===== config.mk =====
export PLATFORM = sky130hd
export DESIGN_NAME = intr_vector_ctrl
export DESIGN_NICKNAME = d
export VERILOG_FILES = /design/src/rtl/ivc_pkg.sv /design/src/rtl/ivc_pick.sv /design/src/rtl/ivc_level_track.sv /design/src/rtl/ivc_vector_out.sv /design/src/rtl/intr_vector_ctrl.sv
export SDC_FILE = /design/constraint.sdc
export NUM_CORES = 1
export LEC_CHECK = 0
export BUFFER_PORTS_ARGS = -buffer_cell sky130_fd_sc_hd__buf_4
export CORE_MARGIN = 1
export CORE_UTILIZATION = 40
export CTS_CLUSTER_DIAMETER = 60
export DETAILED_ROUTE_END_ITERATION = 8
export GPL_TIMING_DRIVEN = 0
export PLACE_DENSITY_LB_ADDON = 0.15
export SYNTH_ARGS = -nofsm -noshare
export SYNTH_HDL_FRONTEND = slang
export SYNTH_HIERARCHICAL = 1
export SYNTH_SLANG_ARGS = --single-unit

===== constraint.sdc =====
create_clock -name clk -period 2.25 [get_ports clk]
set_input_delay 0.3375 -clock clk [delete_from_list [all_inputs] [get_ports clk]]
set_output_delay 0.3375 -clock clk [all_outputs]
set_load 0.1 [all_outputs]

===== src/rtl/ivc_pkg.sv =====
package ivc_pkg;
  typedef enum logic [1:0] {
    GR_NONE = 2'd0,
    GR_LO   = 2'd1,
    GR_HI   = 2'd2
  } grant_e;
endpackage


===== src/rtl/ivc_pick.sv =====
module ivc_pick #(
  parameter int N  = 8,
  parameter int IW = $clog2(N)
) (
  input  logic [N-1:0]  cand,
  output logic          found,
  output logic [IW-1:0] idx
);
  always_comb begin
    found = |cand;
    idx   = '0;
    for (int i = N - 1; i >= 0; i--) begin
      if (cand[i]) idx = IW'(i);
    end
  end
endmodule


===== src/rtl/ivc_level_track.sv =====
module ivc_level_track
  import ivc_pkg::*;
(
  input  logic   clk,
  input  logic   rst_n,
  input  grant_e grant,
  input  logic   reti,
  input  logic   bnd,
  output logic   busy_hi,
  output logic   busy_lo,
  output logic   skip
);
  logic hi_d, lo_d, skip_d;

  always_comb begin
    hi_d   = busy_hi;
    lo_d   = busy_lo;
    skip_d = skip;
    if (reti) begin
      if (busy_hi) hi_d = 1'b0;
      else         lo_d = 1'b0;
      skip_d = 1'b1;
    end else if (bnd && skip) begin
      skip_d = 1'b0;
    end
    if (grant == GR_HI) hi_d = 1'b1;
    if (grant == GR_LO) lo_d = 1'b1;
  end

  always_ff @(posedge clk or negedge rst_n) begin
    if (!rst_n) begin
      busy_hi <= 1'b0;
      busy_lo <= 1'b0;
      skip    <= 1'b0;
    end else begin
      busy_hi <= hi_d;
      busy_lo <= lo_d;
      skip    <= skip_d;
    end
  end
endmodule


===== src/rtl/ivc_vector_out.sv =====
module ivc_vector_out #(
  parameter int           N        = 8,
  parameter int           IW       = $clog2(N),
  parameter int           AW       = 16,
  parameter int           BASE     = 3,
  parameter int           STEP     = 8,
  parameter logic [N-1:0] ACK_MASK = 8'h0F
) (
  input  logic          clk,
  input  logic          rst_n,
  input  logic          fire,
  input  logic [IW-1:0] idx,
  output logic          call,
  output logic          push_pc,
  output logic [AW-1:0] vec,
  output logic [N-1:0]  ack
);
  logic [AW-1:0] vec_d;
  logic [N-1:0]  ack_d;

  always_comb begin
    vec_d = fire ? (AW'(BASE) + AW'(STEP) * AW'(idx)) : '0;
  end

  for (genvar g = 0; g < N; g++) begin : g_ack
    if (ACK_MASK[g]) begin : g_hw
      assign ack_d[g] = fire && (idx == IW'(g));
    end else begin : g_sw
      assign ack_d[g] = 1'b0;
    end
  end

  always_ff @(posedge clk or negedge rst_n) begin
    if (!rst_n) begin
      call    <= 1'b0;
      push_pc <= 1'b0;
      vec     <= '0;
      ack     <= '0;
    end else begin
      call    <= fire;
      push_pc <= fire;
      vec     <= vec_d;
      ack     <= ack_d;
    end
  end
endmodule


===== src/rtl/intr_vector_ctrl.sv =====
module intr_vector_ctrl
  import ivc_pkg::*;
#(
  parameter int           N        = 8,
  parameter int           AW       = 16,
  parameter int           BASE     = 3,
  parameter int           STEP     = 8,
  parameter logic [N-1:0] ACK_MASK = 8'h0F
) (
  input  logic          clk,
  input  logic          rst_n,
  input  logic [N-1:0]  req_i,
  input  logic [N-1:0]  en_i,
  input  logic          gie_i,
  input  logic [N-1:0]  prio_i,
  input  logic          insn_bnd_i,
  input  logic          reti_i,
  output logic          call_o,
  output logic [AW-1:0] vec_addr_o,
  output logic          push_pc_o,
  output logic [N-1:0]  ack_o
);
  localparam int IW = (N > 1) ? $clog2(N) : 1;

  logic [N-1:0]  cand, cand_hi, cand_lo;
  logic          hi_found, lo_found;
  logic [IW-1:0] hi_idx, lo_idx, win_idx;
  logic          busy_hi, busy_lo, skip;
  logic          gate, fire;
  grant_e        grant;

  assign cand    = req_i & en_i;
  assign cand_hi = cand & prio_i;
  assign cand_lo = cand & ~prio_i;

  ivc_pick #(.N(N), .IW(IW)) u_pick_hi (.cand(cand_hi), .found(hi_found), .idx(hi_idx));
  ivc_pick #(.N(N), .IW(IW)) u_pick_lo (.cand(cand_lo), .found(lo_found), .idx(lo_idx));

  always_comb begin
    gate  = insn_bnd_i && gie_i && !skip && !reti_i && !call_o;
    grant = GR_NONE;
    if (gate && hi_found && !busy_hi)                   grant = GR_HI;
    else if (gate && lo_found && !busy_hi && !busy_lo)  grant = GR_LO;
    fire    = (grant != GR_NONE);
    win_idx = (grant == GR_HI) ? hi_idx : lo_idx;
  end

  ivc_level_track u_track (
    .clk(clk), .rst_n(rst_n), .grant(grant), .reti(reti_i), .bnd(insn_bnd_i),
    .busy_hi(busy_hi), .busy_lo(busy_lo), .skip(skip)
  );

  ivc_vector_out #(
    .N(N), .IW(IW), .AW(AW), .BASE(BASE), .STEP(STEP), .ACK_MASK(ACK_MASK)
  ) u_out (
    .clk(clk), .rst_n(rst_n), .fire(fire), .idx(win_idx),
    .call(call_o), .push_pc(push_pc_o), .vec(vec_addr_o), .ack(ack_o)
  );
endmodule


==> flow_summary.json <==
{
  "cts-root-buf": "clkbuf_4",
  "area_delta_synth_final_pct": 46.2,
  "vias_per_cell": 4.58,
  "cts_buffers": 3,
  "period_needed_ns": 1.90,
  "rr_endpoint": "u_out/ack[0]",
  "cpPeakStageDelay_ns": 0.32,
  "finClkSkew_ns": 0.000489,
  "p_leak_nw": 0.733,
  "place_hpwl_mm": 1.47,
  "cp_max_fo": 5,
  "critPathLaunchType": "input port",
  "seqPwrFrac": 0.337,
  "die_h_microns": 49.4,
  "internal_power_mw": 0.362,
  "vias": 871,
  "powerDensity_nw_per_um2": 461,
  "reg2reg_slack_ns": 0.43,
  "ys_seq_area_frac": 0.306,
  "cts_tree": "done",
  "fp.dieW_microns": 49.4,
  "netlist_instances": 105,
  "holdCritStartpoint": "reti_i",
  "hp-class": "in -> reg",
  "die_area_sq_um": 2440,
  "post_cts.repair.setup_buffers": 0,
  "ys_warn_count": 6,
  "grt_use_met3": 0.0125,
  "grt_pass1_wl_mm": 2.84,
  "path_cells": "buf_4 -> and3_1 -> nor4_2 -> nand3_1 -> and4_1 -> buf_6 -> mux2_4 -> nor4b_2",
  "wl_per_cell_microns": 8.68,
  "cts_resized": 0,
  "synth.distinct_cells": 29,
  "num_rows": 16,
  "antenna_left": 0,
  "maxSlewViolCount": 0,
  "coreArea_sq_um": 2040,
  "ir_drop_v": 0.000264,
  "period_share": 0.844,
  "outcome": "finished, final reports clean",
  "final_cells": 190,
  "dr.pass1.iters": 3,
  "start_util": 0.441,
  "swShare": 0.404,
  "use_met2": 0.256,
  "fin_tns_setup_ns": 0,
  "worstPathRequired_ns": 2.41,
  "wl_mm": 1.65,
  "cap_violations": 0,
  "drive_gt1_frac": 0.423,
  "cts_hold_buf": 1,
  "h-tree-depth": 1,
  "setup_viol": 0,
  "dp_slack_ns": 0.0775,
  "grt_pass1_vias": 729,
  "dp.cells": 185,
  "syn-cell-area_sq_um": 900,
  "place_congestion": 0.760,
  "grt_max_degree": 12,
  "globalRouteTotalUtil": 0.150,
  "endpoint_kind": "register",
  "nNetsFinal": 193,
  "grt.overflow.total": 0,
  "critPathArrivalTime_ns": 2.05,
  "hold_viol": 0,
  "min_path_cells": 2,
  "drc": 0,
  "postSynthAreaPerCell_sq_um": 8.57,
  "netSwitchingPower_mw": 0.245,
  "p_clk_frac": 0.208,
  "rsz0062_at_grt": "no",
  "antenna_found_initial": 0,
  "pwr-share-comb": 0.456,
  "hold-path-endpoint": "u_track/busy_hi",
  "pin_count": 55,
  "drt_iter0_markers": 6,
  "postLayoutCoreUtil": 0.644,
  "max_freq_mhz": 527,
  "clk-insertion-delay-late_ns": 0.26,
  "ys_ff_latch": 11,
  "clockBufferDepth": 2,
  "diodes": 0,
  "portBuffers": 39,
  "grtUsageMet1": 0.171,
  "critPathKind": "in -> reg",
  "crit_slowest_cell": "mux2_4",
  "path_clk_slew_ns": 0.06,
  "setup_slack_ns": 0.352,
  "cts_sinks": 11,
  "reg2reg_from": "u_track/busy_hi",
  "grt_busiest_layer": "met2",
  "r2r_cells": 5
}
## through the flow
stage / hold slack (ns) / instance area, sq um / total power [mW]
6_report: 0.290 / 1320 / 0.607
5_1_grt: 0.277 / 1320 / 0.642
4_1_cts: 0.282 / 1320 / 0.615
3_5_place_dp: 0.176 / 1280 / 0.483
3_3_place_gp: 0.173 / 1280 / 0.478
2_1_floorplan: 0.0419 / 952 / 0.422
## flip-flops by register name, summed over array words and instances, names as in the netlist
signal,count
u_track/busy_lo,1
u_out/ack,4
u_track/skip,1
u_out/vec,4
u_track/busy_hi,1
## metal layers
metal	up-vias	wire, microns
met5	-	0
met4	0	27
met3	2	110
met2	35	833
met1	387	678
li1	447	-
## power by group through the flow
stage / clock network [mW] / logic, mW / registers [mW]
floorplan: 0 / 0.203 / 0.219
detailed placement: 0 / 0.275 / 0.208
global route: 0.144 / 0.293 / 0.205
CTS: 0.134 / 0.277 / 0.204
global placement: 0 / 0.271 / 0.208
finish: 0.126 / 0.276 / 0.204
## kinds of logic (layout without fill, tap and decap cells)
group                  count (synthesis)  count (layout)  synth area share
other                                  1              15           0.00417
and+or+nand+nor                       51              51             0.346
DFF                                   11              11             0.306
buffers and inverters                 25              69             0.188
muxes                                  3               3            0.0501
AOI/OAI and AO/OA                     14              14             0.106
## synth_stat cells
| master | number | area, sq um |
|---|---|---|
| buf_4 | 18 | 135 |
| a22o_1 | 1 | 8.76 |
| o22ai_1 | 1 | 6.26 |
| a21o_1 | 1 | 7.51 |
| and4bb_2 | 1 | 12.5 |
| and4b_1 | 1 | 10.0 |
| o21bai_1 | 2 | 15.0 |
| and2_1 | 3 | 18.8 |
| o41ai_1 | 2 | 17.5 |
| dfrtp_1 | 11 | 275 |
| and3b_1 | 2 | 17.5 |
| nor2_1 | 15 | 56.3 |
| and3_1 | 8 | 50.1 |
| a21boi_0 | 2 | 15.0 |
| and4bb_1 | 1 | 12.5 |
| nand2b_1 | 1 | 6.26 |
| nand2_1 | 8 | 30.0 |
| nor4b_1 | 1 | 8.76 |
| conb_1 | 1 | 3.75 |
| nand3_1 | 3 | 15.0 |
| nor2b_1 | 2 | 12.5 |
| nor4b_2 | 1 | 15.0 |
| a21oi_1 | 3 | 15.0 |
| and4_1 | 1 | 8.76 |
| inv_1 | 6 | 22.5 |
| o21ai_0 | 2 | 10.0 |
| mux2_4 | 3 | 45.0 |
| nor4_2 | 3 | 37.5 |
| buf_6 | 1 | 11.3 |
## worst max path at each step
stage                     slack (ns)  cells after the start           end         start
after floorplan                 0.20                      5  u_out/ack[1]  u_out/vec[1]
after global placement          0.13                      8  u_out/ack[0]     prio_i[4]
after detailed placement        0.08                      8  u_out/ack[0]     prio_i[4]
after CTS                       0.35                      8  u_out/ack[0]     prio_i[4]
after global routing            0.25                      8  u_out/ack[0]     prio_i[4]
final                           0.35                      8  u_out/ack[0]     prio_i[4]
## layout by cell type, fill, tap and decap left out, types with 3 or more instances in the layout
cell      count
dfrtp_1      11
nor2_1       15
mux2_4        3
nor4_2        3
buf_4        57
conb_1       15
and3_1        8
nand2_1       8
clkbuf_4      3
nand3_1       3
inv_1         6
and2_1        3
a21oi_1       3
## cell type report
cell class	count	area (sq um)
Sequential cell	11	275
Multi-Input combinational cell	83	508
Buffer	19	146
Fill cell	182	727
Timing Repair Buffer	40	303
Tap cell	27	33.8
Clock buffer	4	26.3
Inverter	6	22.5
## critical path, delay by kind of cell
family | cells | cell delay [ns]
buf+inv | 2 | 0.24
simple gates | 5 | 1.16
mux | 1 | 0.32
No activity file was read; power rests on OpenSTA's default activity.
